<file path="src/rtl/noise_collector_pkg.sv">
package noise_collector_pkg;

  // Strobes issued by the control path to the datapath each cycle
  typedef struct packed {
    logic clear;      // drop partial bit and partial byte
    logic accumulate; // fold this cycle's sample into the running XOR
    logic shift;      // close the bit and shift it into the byte
    logic emit;       // this shift completes a byte
    logic last;       // this byte is the final one of a set
  } collectStrobes_t;

endpackage

</file>
<file path="src/rtl/noise_collector_ctrl.sv">
module noise_collector_ctrl
  import noise_collector_pkg::*;
#(
  parameter int CFG_W           = 8,
  parameter int SCNT_W          = 16,
  parameter int BYTES_PER_BLOCK = 64
) (
  input  logic             clk,
  input  logic             rstN,
  input  logic             enable,
  input  logic             cfgWrite,
  input  logic [CFG_W-1:0] cfgSampleCount,
  input  logic [CFG_W-1:0] cfgBlockCount,
  output collectStrobes_t  strobes
);

  localparam int BYTE_CNT_W = (BYTES_PER_BLOCK > 1) ? $clog2(BYTES_PER_BLOCK) : 1;
  localparam logic [BYTE_CNT_W-1:0] LAST_BYTE = BYTE_CNT_W'(BYTES_PER_BLOCK - 1);

  logic [CFG_W-1:0]      sampleReg, blockReg;
  logic [SCNT_W-1:0]     sampleCnt, sampleLimit;
  logic [CFG_W-1:0]      blockCnt, blockLimit;
  logic [BYTE_CNT_W-1:0] byteCnt;
  logic [2:0]            bitCnt;

  // A zero field wraps to the all-ones limit, giving the maximum count
  assign sampleLimit = SCNT_W'(sampleReg) - SCNT_W'(1);
  assign blockLimit  = blockReg - CFG_W'(1);

  always_comb begin
    strobes.clear      = !enable;
    strobes.shift      = enable && (sampleCnt == sampleLimit);
    strobes.accumulate = enable && !strobes.shift;
    strobes.emit       = strobes.shift && (bitCnt == 3'd7);
    strobes.last       = strobes.emit && (byteCnt == LAST_BYTE) && (blockCnt == blockLimit);
  end

  always_ff @(posedge clk) begin
    if (!rstN) begin
      sampleReg <= CFG_W'(1);
      blockReg  <= CFG_W'(1);
    end else if (cfgWrite && !enable) begin
      sampleReg <= cfgSampleCount;
      blockReg  <= cfgBlockCount;
    end
  end

  always_ff @(posedge clk) begin
    if (!rstN || !enable) begin
      sampleCnt <= '0;
      bitCnt    <= '0;
      byteCnt   <= '0;
      blockCnt  <= '0;
    end else begin
      if (strobes.shift) begin
        sampleCnt <= '0;
        bitCnt    <= bitCnt + 3'd1;
      end else begin
        sampleCnt <= sampleCnt + SCNT_W'(1);
      end
      if (strobes.emit) begin
        if (byteCnt == LAST_BYTE) begin
          byteCnt  <= '0;
          blockCnt <= (blockCnt == blockLimit) ? '0 : blockCnt + CFG_W'(1);
        end else begin
          byteCnt <= byteCnt + BYTE_CNT_W'(1);
        end
      end
    end
  end


  cfg_frozen_chk: assert property (@(posedge clk) disable iff (!rstN)
    enable |=> ($stable(sampleReg) && $stable(blockReg)));


  sample_bound_chk: assert property (@(posedge clk) disable iff (!rstN)
    enable |-> (sampleCnt <= sampleLimit));

endmodule

</file>
<file path="src/rtl/noise_collector_dp.sv">
module noise_collector_dp
  import noise_collector_pkg::*;
#(
  parameter int NUM_OSC = 24
) (
  input  logic               clk,
  input  logic               rstN,
  input  logic [NUM_OSC-1:0] oscMask,
  input  logic [NUM_OSC-1:0] oscBits,
  input  collectStrobes_t    strobes,
  output logic [7:0]         byteOut,
  output logic               byteValid,
  output logic               setDone
);

  logic [NUM_OSC-1:0] maskedBits;
  logic               sampleBit, newBit, accBit, lastQ;
  logic [6:0]         partialByte;

  for (genvar g = 0; g < NUM_OSC; g++) begin : gMask
    assign maskedBits[g] = oscBits[g] & oscMask[g];
  end

  assign sampleBit = ^maskedBits;
  assign newBit    = accBit ^ sampleBit;

  always_ff @(posedge clk) begin
    if (!rstN) begin
      accBit      <= 1'b0;
      partialByte <= '0;
      byteOut     <= '0;
      byteValid   <= 1'b0;
      lastQ       <= 1'b0;
      setDone     <= 1'b0;
    end else begin
      byteValid <= strobes.emit;
      lastQ     <= strobes.last;
      setDone   <= lastQ;
      if (strobes.emit) byteOut <= {partialByte, newBit};
      if (strobes.clear) begin
        accBit      <= 1'b0;
        partialByte <= '0;
      end else if (strobes.shift) begin
        accBit      <= 1'b0;
        partialByte <= {partialByte[5:0], newBit};
      end else if (strobes.accumulate) begin
        accBit <= newBit;
      end
    end
  end


  done_follows_byte_chk: assert property (@(posedge clk) disable iff (!rstN)
    setDone |-> $past(byteValid));


  valid_spacing_chk: assert property (@(posedge clk) disable iff (!rstN)
    byteValid |=> !byteValid);

endmodule

</file>
<file path="src/rtl/noise_sample_collector.sv">
module noise_sample_collector
  import noise_collector_pkg::*;
#(
  parameter int NUM_OSC    = 24,
  parameter int CFG_W      = 8,
  parameter int SCNT_W     = 16,
  parameter int BLOCK_BITS = 512
) (
  input  logic               clk,
  input  logic               rstN,
  input  logic               enable,
  input  logic [NUM_OSC-1:0] oscMask,
  input  logic [NUM_OSC-1:0] oscBits,
  input  logic               cfgWrite,
  input  logic [CFG_W-1:0]   cfgSampleCount,
  input  logic [CFG_W-1:0]   cfgBlockCount,
  output logic [7:0]         byteOut,
  output logic               byteValid,
  output logic               setDone
);

  localparam int BYTES_PER_BLOCK = BLOCK_BITS / 8;

  collectStrobes_t strobes;

  noise_collector_ctrl #(
    .CFG_W(CFG_W), .SCNT_W(SCNT_W), .BYTES_PER_BLOCK(BYTES_PER_BLOCK)
  ) uCtrl (
    .clk(clk), .rstN(rstN), .enable(enable), .cfgWrite(cfgWrite),
    .cfgSampleCount(cfgSampleCount), .cfgBlockCount(cfgBlockCount),
    .strobes(strobes)
  );

  noise_collector_dp #(.NUM_OSC(NUM_OSC)) uDp (
    .clk(clk), .rstN(rstN), .oscMask(oscMask), .oscBits(oscBits),
    .strobes(strobes), .byteOut(byteOut), .byteValid(byteValid),
    .setDone(setDone)
  );


  quiet_when_off_chk: assert property (@(posedge clk) disable iff (!rstN)
    !enable |=> !byteValid);

endmodule

</file>
<file path="config.mk">
export PLATFORM = sky130hd
export DESIGN_NAME = noise_sample_collector
export DESIGN_NICKNAME = d
export VERILOG_FILES = /design/src/rtl/noise_collector_pkg.sv /design/src/rtl/noise_collector_ctrl.sv /design/src/rtl/noise_collector_dp.sv /design/src/rtl/noise_sample_collector.sv
export SDC_FILE = /design/constraint.sdc
export NUM_CORES = 1
export LEC_CHECK = 0
export CORE_ASPECT_RATIO = 0.7
export CORE_UTILIZATION = 55
export DETAILED_ROUTE_END_ITERATION = 10
export GPL_TIMING_DRIVEN = 0
export PLACE_DENSITY = 0.86
export SLEW_MARGIN = 20
export SYNTH_ARGS = -nofsm -noshare
export SYNTH_HDL_FRONTEND = slang
export SYNTH_SLANG_ARGS = --single-unit
</file>
<file path="constraint.sdc">
create_clock -name clk -period 4.35 [get_ports clk]
set_input_delay 0.87 -clock clk [delete_from_list [all_inputs] [get_ports clk]]
set_output_delay 0.87 -clock clk [all_outputs]
set_load 0.02 [all_outputs]
</file>
==> results of run 1 <==
==> sequential cells by signal, indices dropped and copies added (netlist names) <==
register,cells
uCtrl.sampleCnt,16
uCtrl.blockCnt,8
uCtrl.blockReg,8
uCtrl.sampleReg,8
uDp.byteOut,8
uDp.partialByte,7
uCtrl.byteCnt,6
uCtrl.bitCnt,3
uDp.accBit,1
uDp.byteValid,1
uDp.lastQ,1
uDp.setDone,1
==> layout make-up <==
class                           instances  share of cell area
Multi-Input combinational cell        328               0.447
Sequential cell                        68               0.296
Timing Repair Buffer                   76               0.166
Clock buffer                            9              0.0270
Clock inverter                          7              0.0218
Tap cell                               75              0.0204
Buffer                                 17              0.0153
Inverter                                8             0.00654
==> metal layers <==
metal | routed length, µm | track usage | vias up | part of all wire
met5 | 0 | 0 | - | 0
met4 | 82 | 0.0625 | 0 | 0.0097
met3 | 549 | 0.0917 | 10 | 0.065
met2 | 3960 | 0.466 | 106 | 0.47
met1 | 3860 | 0.325 | 1496 | 0.46
li1 | - | - | 1616 | -
==> critical path, cell delays in order, from the launching register on <==
cell	delay, ns
dfxtp_1	0.39
nor4_2	0.44
nor4bb_1	0.35
mux2_2	0.41
nor4_2	0.51
nand3_1	0.31
clkbuf_1	0.31
nand2_1	0.14
a21oi_1	0.06
==> power groups by stage <==
stage                     logic (µW)  registers (µW)  clock network (µW)
after floorplan                  175             661                   0
after global placement           260             664                   0
after detailed placement         271             665                   0
after CTS                        273             650                 593
after global routing             296             652                 623
final                            272             651                 583
==> cell usage after synthesis, types with 2 or more instances <==
| master | count |
|---|---|
| a211oi_1 | 3 |
| a21boi_0 | 15 |
| a21boi_1 | 7 |
| a21oi_1 | 11 |
| a22oi_1 | 2 |
| a31oi_1 | 2 |
| and2_1 | 4 |
| and3_1 | 13 |
| buf_2 | 5 |
| clkbuf_1 | 12 |
| dfxtp_1 | 68 |
| ha_1 | 7 |
| inv_1 | 8 |
| mux2i_1 | 9 |
| nand2_1 | 86 |
| nand2b_1 | 3 |
| nand3_1 | 22 |
| nand4_1 | 2 |
| nor2_1 | 32 |
| nor2b_1 | 2 |
| nor3_1 | 6 |
| nor3b_1 | 2 |
| nor4_1 | 3 |
| nor4_2 | 2 |
| o211ai_1 | 3 |
| o21ai_0 | 13 |
| o31ai_1 | 4 |
| or3_1 | 4 |
| xnor2_1 | 28 |
| xnor3_1 | 2 |
| xor2_1 | 27 |
==> per-stage QoR <==
stage | area (µm²) | setup slack (ns) | utilization
after floorplan | 3510 | 1.84 | -
after detailed placement | 4370 | 1.36 | 0.737
after global placement | 4370 | 1.40 | 0.737
after CTS | 4590 | 1.30 | 0.775
after global routing | 4590 | 1.01 | 0.775
final | 4590 | 1.31 | 0.775
==> kinds of logic after synthesis <==
| logic type | share of synthesized area |
|---|---|
| DFF | 0.387 |
| and+or+nand+nor | 0.251 |
| adders and majority gates | 0.0249 |
| xor gates and xnor gates | 0.150 |
| buffers and inverters | 0.0285 |
| AOI/OAI and AO/OA | 0.129 |
| muxes | 0.0288 |
==> worst paths after layout <==
kind | start | endpoint | slack [ns]
max | uCtrl.sampleReg[2]$_SDFFE_PN0P_ | uCtrl.byteCnt[0]$_SDFFE_PN0P_ | 1.31
min | uDp.lastQ$_SDFF_PN0_ | uDp.setDone$_SDFF_PN0_ | 0.44
max reg2reg | uCtrl.sampleReg[2]$_SDFFE_PN0P_ | uCtrl.byteCnt[0]$_SDFFE_PN0P_ | 1.31
min reg2reg | uDp.lastQ$_SDFF_PN0_ | uDp.setDone$_SDFF_PN0_ | 0.44
==> impl_metrics.json, run 1 <==
{
  "status": "finished, final reports clean",
  "fin_hold_ws_ns": 0.443,
  "final_max_slew_viol_count": 0,
  "cp.required_ns": 4.57,
  "cts_setup_buffers": 0,
  "fillers": 415,
  "max_freq_mhz": 329,
  "dieArea_um2": 6720,
  "cts_tree": "built",
  "stdcell_count": 588,
  "reg2reg_depth": 8,
  "fin_setup_tns_ns": 0,
  "p_per_area_nw_per_um2": 328,
  "internal_power_uw": 1120,
  "ff_latch_area_um2": 1360,
  "ys.warnings.count": 0,
  "dp_hpwl_um": 6310,
  "p_leak_uw": 0.00173,
  "pwr-share-comb": 0.181,
  "total_power_uw": 1510,
  "grt_pass1_vias": 3090,
  "grt_max_degree": 14,
  "vias": 3228,
  "wl_per_cell_um": 14.4,
  "htreeDepth": 3,
  "routed_wl_um": 8440,
  "cts_buffers": 9,
  "critPathArrivalTime_ns": 3.26,
  "grt_pass1_wl_um": 14000,
  "grt_use_total": 0.267,
  "cp-start-kind": "flop",
  "die_y_um": 68.9,
  "cts.path.max_buffers": 2,
  "fin_nets": 583,
  "start_util": 0.593,
  "synthArstFlopShare": 0,
  "drc": 0,
  "p_sw_uw": 388,
  "synth_top_area_share": 0.387,
  "min_period_over_period": 0.699,
  "syn-cell-area_um2": 3510,
  "ios": 78,
  "slew_headroom": 0.559,
  "hold_viol": 0,
  "synth_flop_cell": "dfxtp_1",
  "synth_area_leader_cell": "dfxtp_1",
  "multi_input_area_um2": 2050,
  "hold_class": "flop to flop",
  "drive_gt1_frac": 0.0526,
  "critical_path_class": "flop to flop",
  "peakVddDrop_mv": 0.224,
  "drtIter0Drc": 189,
  "vias_per_cell": 5.49,
  "layout_min_cycle_time_ns": 3.04,
  "cp_max_fo": 10,
  "synth_cell_types": 45,
  "ctsHoldBuffers": 0,
  "hold_depth": 1,
  "fp.dieW_um": 97.5,
  "dp_cells": 572,
  "final_common_cell": "nand2_1",
  "grt_setup_unrepaired": "no",
  "avgSynthCellArea_um2": 8.35,
  "worstSkewPairLatency_ns": 0.35,
  "clkSinkCount": 68,
  "rows": 23,
  "synth-seq-area-share": 0.387,
  "swShare": 0.257,
  "finalClockSkew_ns": 0.0103,
  "cts-resized-gates": 0,
  "diodes": 0,
  "tightest_slew_ns": 0.658,
  "cap_violations": 0,
  "synthTopCellsByArea": "dfxtp_1 (39%), nand2_1 (9.2%), xnor2_1 (7.0%)",
  "syn_to_final_growth_pct": 30.7,
  "clkTransAtPathRegs_ns": 0.08,
  "core-area_um2": 5930,
  "ys_ff_latch": 68,
  "clkPwrFrac": 0.387,
  "gp_congestion": 0.900,
  "synthesis.instances": 421,
  "io_buffers": 76,
  "mostFrequentLayoutCells": "nand2_1 (86), clkdlybuf4s50_1 (76), dfxtp_1 (68), nor2_1 (32), xnor2_1 (28)",
  "antenna_found_initial": 0,
  "worstSetupEndpointType": "flop",
  "syn_nets": 496,
  "power.share.sequential": 0.432,
  "grt-ovfl-total": 0,
  "dr.pass1.iters": 5,
  "cts_root_buf": "clkbuf_8",
  "ant_nets": 0,
  "synth_edf_count": 0,
  "setup_viol": 0
}
(Power assumes the default switching activity.)
==> run 2: changes to the inputs <==
--- a/config.mk
+++ b/config.mk
@@ -6,10 +6,10 @@
 export NUM_CORES = 1
 export LEC_CHECK = 0
 export CORE_ASPECT_RATIO = 0.7
-export CORE_UTILIZATION = 55
+export CORE_UTILIZATION = 51
 export DETAILED_ROUTE_END_ITERATION = 10
 export GPL_TIMING_DRIVEN = 0
-export PLACE_DENSITY = 0.86
+export PLACE_DENSITY = 0.81
 export SLEW_MARGIN = 20
 export SYNTH_ARGS = -nofsm -noshare
 export SYNTH_HDL_FRONTEND = slang
==> constraint.sdc (replaced) <==
create_clock -name clk -period 2.95 [get_ports clk]
set_input_delay 0.59 -clock clk [delete_from_list [all_inputs] [get_ports clk]]
set_output_delay 0.59 -clock clk [all_outputs]
set_load 0.02 [all_outputs]
==> impl_metrics.json, run 2 (synthesis results as in run 1) <==
{
  "status": "finished, final reports clean",
  "io_buffers": 76,
  "p_leak_uw": 0.00173,
  "syn_to_final_growth_pct": 31.9,
  "cts_setup_buffers": 0,
  "drive_gt1_frac": 0.0566,
  "total_power_uw": 2230,
  "final_common_cell": "nand2_1",
  "fin_nets": 582,
  "peakVddDrop_mv": 0.244,
  "cts_root_buf": "clkbuf_8",
  "critPathArrivalTime_ns": 3.02,
  "vias_per_cell": 5.31,
  "cp_max_fo": 8,
  "setup_viol": 0,
  "tightest_slew_ns": 0.679,
  "layout_min_cycle_time_ns": 2.77,
  "dp_cells": 588,
  "critical_path_class": "flop to flop",
  "placement.setup.worst_slack_ns": -0.0361,
  "grt_pass1_wl_um": 13800,
  "p_per_area_nw_per_um2": 481,
  "core-area_um2": 6430,
  "ctsHoldBuffers": 0,
  "gp_congestion": 0.803,
  "min_period_over_period": 0.937,
  "setup_ws_ns": 0.185,
  "largest_reg_flops": 16,
  "fp.dieW_um": 101,
  "fillers": 538,
  "ant_nets": 0,
  "wl_per_cell_um": 13.7,
  "largest-register": "uCtrl.sampleCnt",
  "cp.required_ns": 3.20,
  "mostFrequentLayoutCells": "nand2_1 (86), clkdlybuf4s50_1 (76), dfxtp_1 (68), nor2_1 (32), xnor2_1 (28)",
  "start_util": 0.547,
  "cts.path.max_buffers": 2,
  "r2r_slack_ns": 0.18,
  "grt_use_total": 0.243,
  "hold_class": "flop to flop",
  "grt-ovfl-total": 0,
  "final_util": 0.721,
  "worstSkewPairLatency_ns": 0.35,
  "cts_tree": "built",
  "max_freq_mhz": 362,
  "clkSinkCount": 68,
  "slew_headroom": 0.545,
  "grt_pass1_vias": 3104,
  "vias": 3201,
  "fin_area_um2": 4630,
  "dr.pass1.iters": 6,
  "ios": 78,
  "finalClockSkew_ns": 0.0151,
  "diodes": 0,
  "worstSetupEndpointType": "flop",
  "cap_violations": 0,
  "routed_wl_um": 8280,
  "stdcell_count": 603,
  "dieArea_um2": 7230,
  "hold_viol": 0,
  "rows": 24,
  "cp-start-kind": "flop",
  "drtIter0Drc": 157,
  "cts_buffers": 9,
  "dpl_cell_area_um2": 4390,
  "die_y_um": 71.4,
  "htreeDepth": 3,
  "grt_max_degree": 14,
  "drc": 0,
  "clkTransAtPathRegs_ns": 0.09,
  "antenna_found_initial": 0,
  "final_max_slew_viol_count": 0,
  "dp_hpwl_um": 6170
}
[run 2: final timing paths]
check / cells after the start / end / from
setup / recovery: 8 / uCtrl.blockCnt[6]$_SDFFE_PN0P_ / uCtrl.sampleReg[2]$_SDFFE_PN0P_
hold / removal: 1 / uDp.setDone$_SDFF_PN0_ / uDp.lastQ$_SDFF_PN0_
setup reg to reg: 8 / uCtrl.blockCnt[6]$_SDFFE_PN0P_ / uCtrl.sampleReg[2]$_SDFFE_PN0P_
hold reg to reg: 1 / uDp.setDone$_SDFF_PN0_ / uDp.lastQ$_SDFF_PN0_
[run 2: final cells by class]
type                    instances  area, µm²  area share
well taps                      91        114      0.0246
flip-flops and latches         68       1360       0.294
multi-input cells             328       2080       0.448
clock inverters                 7        100      0.0216
repair buffers                 76        761       0.164
plain buffers                  16       66.3      0.0143
inverters                       8       30.0     0.00648
clock buffers                   9        124      0.0267
[run 2: worst max-delay path, stage by stage (launching register included)]
cell and delay, ns:
dfxtp_1 0.41, nor4_4 0.38, nor4bb_2 0.30, mux2_2 0.40
nor4_4 0.37, and3_1 0.20, buf_2 0.16, nand4_4 0.16
o311ai_1 0.31
[run 2: timing repair]
| action | in CTS | in global routing |
|---|---|---|
| setup endpoints to repair | 19 | 32 |
| resized for setup | 1 | 3 |
| pin swaps | 0 | 1 |
| endpoints found under the hold margin | 0 | 0 |
[run 2: where the power goes]
| part | internal, µW | switching (µW) | total (µW) |
|---|---|---|---|
| sequential | 938 | 21.7 | 960 |
| clock | 480 | 388 | 868 |
| combinational | 234 | 166 | 399 |
[run 2: layer usage]
metal | GRT usage | part of all wire
met5 | 0 | 0
met4 | 0.0564 | 0.0072
met3 | 0.0663 | 0.055
met2 | 0.410 | 0.47
met1 | 0.311 | 0.47
[run 2: per-stage QoR]
step                TNS [ns]  hold WS (ns)
global route         -0.0411         0.471
finish                     0         0.447
floorplan                  0         0.412
CTS                        0         0.449
detailed placement    -0.326         0.421
global placement           0         0.415
==> run 3: changes to the inputs <==
--- a/config.mk
+++ b/config.mk
@@ -5,11 +5,12 @@
 export SDC_FILE = /design/constraint.sdc
 export NUM_CORES = 1
 export LEC_CHECK = 0
+export ABC_AREA = 1
 export CORE_ASPECT_RATIO = 0.7
-export CORE_UTILIZATION = 51
+export CORE_UTILIZATION = 52
 export DETAILED_ROUTE_END_ITERATION = 10
 export GPL_TIMING_DRIVEN = 0
-export PLACE_DENSITY = 0.81
+export PLACE_DENSITY = 0.8
 export SLEW_MARGIN = 20
 export SYNTH_ARGS = -nofsm -noshare
 export SYNTH_HDL_FRONTEND = slang
==> impl_metrics.json, run 3 <==
{
  "cts_tree": "built",
  "p_leak_uw": 0.00219,
  "cts_root_buf": "clkbuf_8",
  "synth_commonest_cells": "nand2_1 (192), dfxtp_1 (68), nor2_1 (60), inv_1 (59), a21oi_1 (46)",
  "drc": 0,
  "fin_nets": 777,
  "synth_compound_area_frac": 0.0981,
  "io_buffers": 77,
  "grt_setup_unrepaired": "no",
  "hold_class": "flop to flop",
  "cp.required_ns": 3.18,
  "vias_per_cell": 5.19,
  "synth-simple-area-share": 0.366,
  "wl_per_cell_um": 12.3,
  "synth_cell_types": 31,
  "cp-start-kind": "flop",
  "stdcell_count": 805,
  "status": "finished, final reports clean",
  "synthAdderAreaFrac": 0.0217,
  "reg2reg_depth": 14,
  "cts_setup_buffers": 0,
  "final_common_cell": "nand2_1",
  "ant_nets": 0,
  "dp_cells": 789,
  "fin_hold_ws_ns": 0.426,
  "dieArea_um2": 8110,
  "synthTopCellsByArea": "dfxtp_1 (34%), nand2_1 (18%), a21oi_1 (5.7%)",
  "grt_pass1_vias": 3639,
  "htreeDepth": 3,
  "vias": 4180,
  "core-area_um2": 7380,
  "start_util": 0.546,
  "grt_use_met2": 0.429,
  "critPathArrivalTime_ns": 2.53,
  "synth_area_leader_cell": "dfxtp_1",
  "gp_congestion": 0.918,
  "cts_buffers": 9,
  "fin_setup_tns_ns": 0,
  "grt_max_degree": 14,
  "synth.most_common_cell": "nand2_1",
  "grt_pass1_wl_um": 15800,
  "largest-register": "uCtrl.sampleCnt",
  "p_per_area_nw_per_um2": 414,
  "layout_min_cycle_time_ns": 2.30,
  "peakVddDrop_mv": 0.246,
  "slew_headroom": 0.604,
  "diodes": 0,
  "worstSetupEndpointType": "flop",
  "busiest_layer": "met2",
  "synth_edf_count": 0,
  "met3_usage": 0.0522,
  "hold_depth": 2,
  "synth-seq-area-share": 0.338,
  "synthMuxAreaShare": 0.00248,
  "max_freq_mhz": 435,
  "ys_ff_latch": 68,
  "synth_flop_cell": "dfxtp_1",
  "worstSkewPairLatency_ns": 0.36,
  "critical_path_class": "flop to flop",
  "syn_to_final_growth_pct": 26.7,
  "synth_top_family_by_area": "simple AND/OR/NAND/NOR gates",
  "clkSinkCount": 68,
  "grt_use_total": 0.250,
  "cts-resized-gates": 0,
  "cts.path.max_buffers": 2,
  "tightest_slew_ns": 0.592,
  "rows": 26,
  "cp_max_fo": 10,
  "hold_viol": 0,
  "antenna_found_initial": 0,
  "synth_top_area_share": 0.338,
  "final_max_slew_viol_count": 0,
  "use_met1": 0.325,
  "synthArstFlopShare": 0,
  "syn_nets": 689,
  "synthesis.instances": 614,
  "setup_viol": 0,
  "dp_hpwl_um": 7620,
  "grt-ovfl-total": 0,
  "routed_wl_um": 9910,
  "min_period_over_period": 0.780,
  "fp.dieW_um": 107,
  "die_y_um": 75.6,
  "drive_gt1_frac": 0.0736,
  "cap_violations": 0,
  "synth_xor_area_frac": 0.0935,
  "largest_reg_flops": 16,
  "clkTransAtPathRegs_ns": 0.08,
  "mostFrequentLayoutCells": "nand2_1 (192), clkdlybuf4s50_1 (77), dfxtp_1 (68), nor2_1 (60), inv_1 (59)",
  "ios": 78,
  "avgSynthCellArea_um2": 6.56,
  "finalClockSkew_ns": 0.0106,
  "syn-cell-area_um2": 4030,
  "dr.pass1.iters": 5,
  "drtIter0Drc": 274,
  "ys.warnings.count": 0,
  "ctsHoldBuffers": 0
}
[run 3: cell types whose count changed in the layout (fill, tap and decap cells not counted), moves of 7 or more]
| cell | change |
|---|---|
| a21boi_0 | -13 |
| a21boi_1 | -7 |
| a21oi_1 | +35 |
| and3_1 | -12 |
| inv_1 | +51 |
| inv_2 | +7 |
| mux2i_1 | -8 |
| nand2_1 | +106 |
| nand3_1 | +17 |
| nand4_1 | +9 |
| nor2_1 | +28 |
| o21ai_0 | +14 |
| xnor2_1 | -8 |
[run 3: report_power, final]
group          switching [µW]  internal (µW)
clock                     391            333
combinational             234            193
sequential               23.2            942
[run 3: final cells by class]
type                       count  area [µm²]
sequential                    68        1360
clock inverter                 6        46.3
multi-input combinational    466        2340
clock buffer                  10         138
buffer                        13        71.3
tap                           98         123
timing repair buffer          77         771
fill                         646        2280
inverter                      67         251
[run 3: per-stage QoR]
stage                     utilization  setup slack, ns  power (µW)  area (µm²)
after floorplan                     -             1.03        1250        4030
after global placement          0.667            0.685        1400        4920
after detailed placement        0.667            0.652        1410        4920
after CTS                       0.691            0.656        2120        5110
after global routing            0.691            0.337        2230        5110
final                           0.691            0.650        2120        5110
[run 3: layer usage]
layer,share of wire,routed length (µm)
met1,0.48,4760
met2,0.45,4440
met3,0.063,627
met4,0.0089,88
met5,0,0
[run 3: cell families after synthesis]
logic type               after synthesis
AO/OA/AOI/OAI                         77
adder cells (fa/ha/maj)                7
multiplexers                           1
AND/OR/NAND/NOR                      338
buffers and inverters                 80
XOR/XNOR                              43
flip-flops                            68
[run 3: final timing paths]
kind / from / to / slack (ns)
max: uCtrl.sampleReg[0]$_SDFFE_PN1P_ / uCtrl.byteCnt[5]$_SDFFE_PN0P_ / 0.65
min: uDp.lastQ$_SDFF_PN0_ / uDp.setDone$_SDFF_PN0_ / 0.43
max reg2reg: uCtrl.sampleReg[0]$_SDFFE_PN1P_ / uCtrl.byteCnt[5]$_SDFFE_PN0P_ / 0.65
min reg2reg: uDp.lastQ$_SDFF_PN0_ / uDp.setDone$_SDFF_PN0_ / 0.43
[run 3: worst max-delay path: stages (launching register included)]
cell     delay [ns]
dfxtp_1        0.35
inv_1          0.16
ha_1           0.34
nand2_1        0.09
nor2_1         0.15
nand3_1        0.09
nand2_1        0.09
nand2_1        0.07
nor2_1         0.13
nand4_2        0.13
nor2_4         0.19
inv_2          0.07
buf_2          0.18
nand2_1        0.08
a21oi_1        0.06
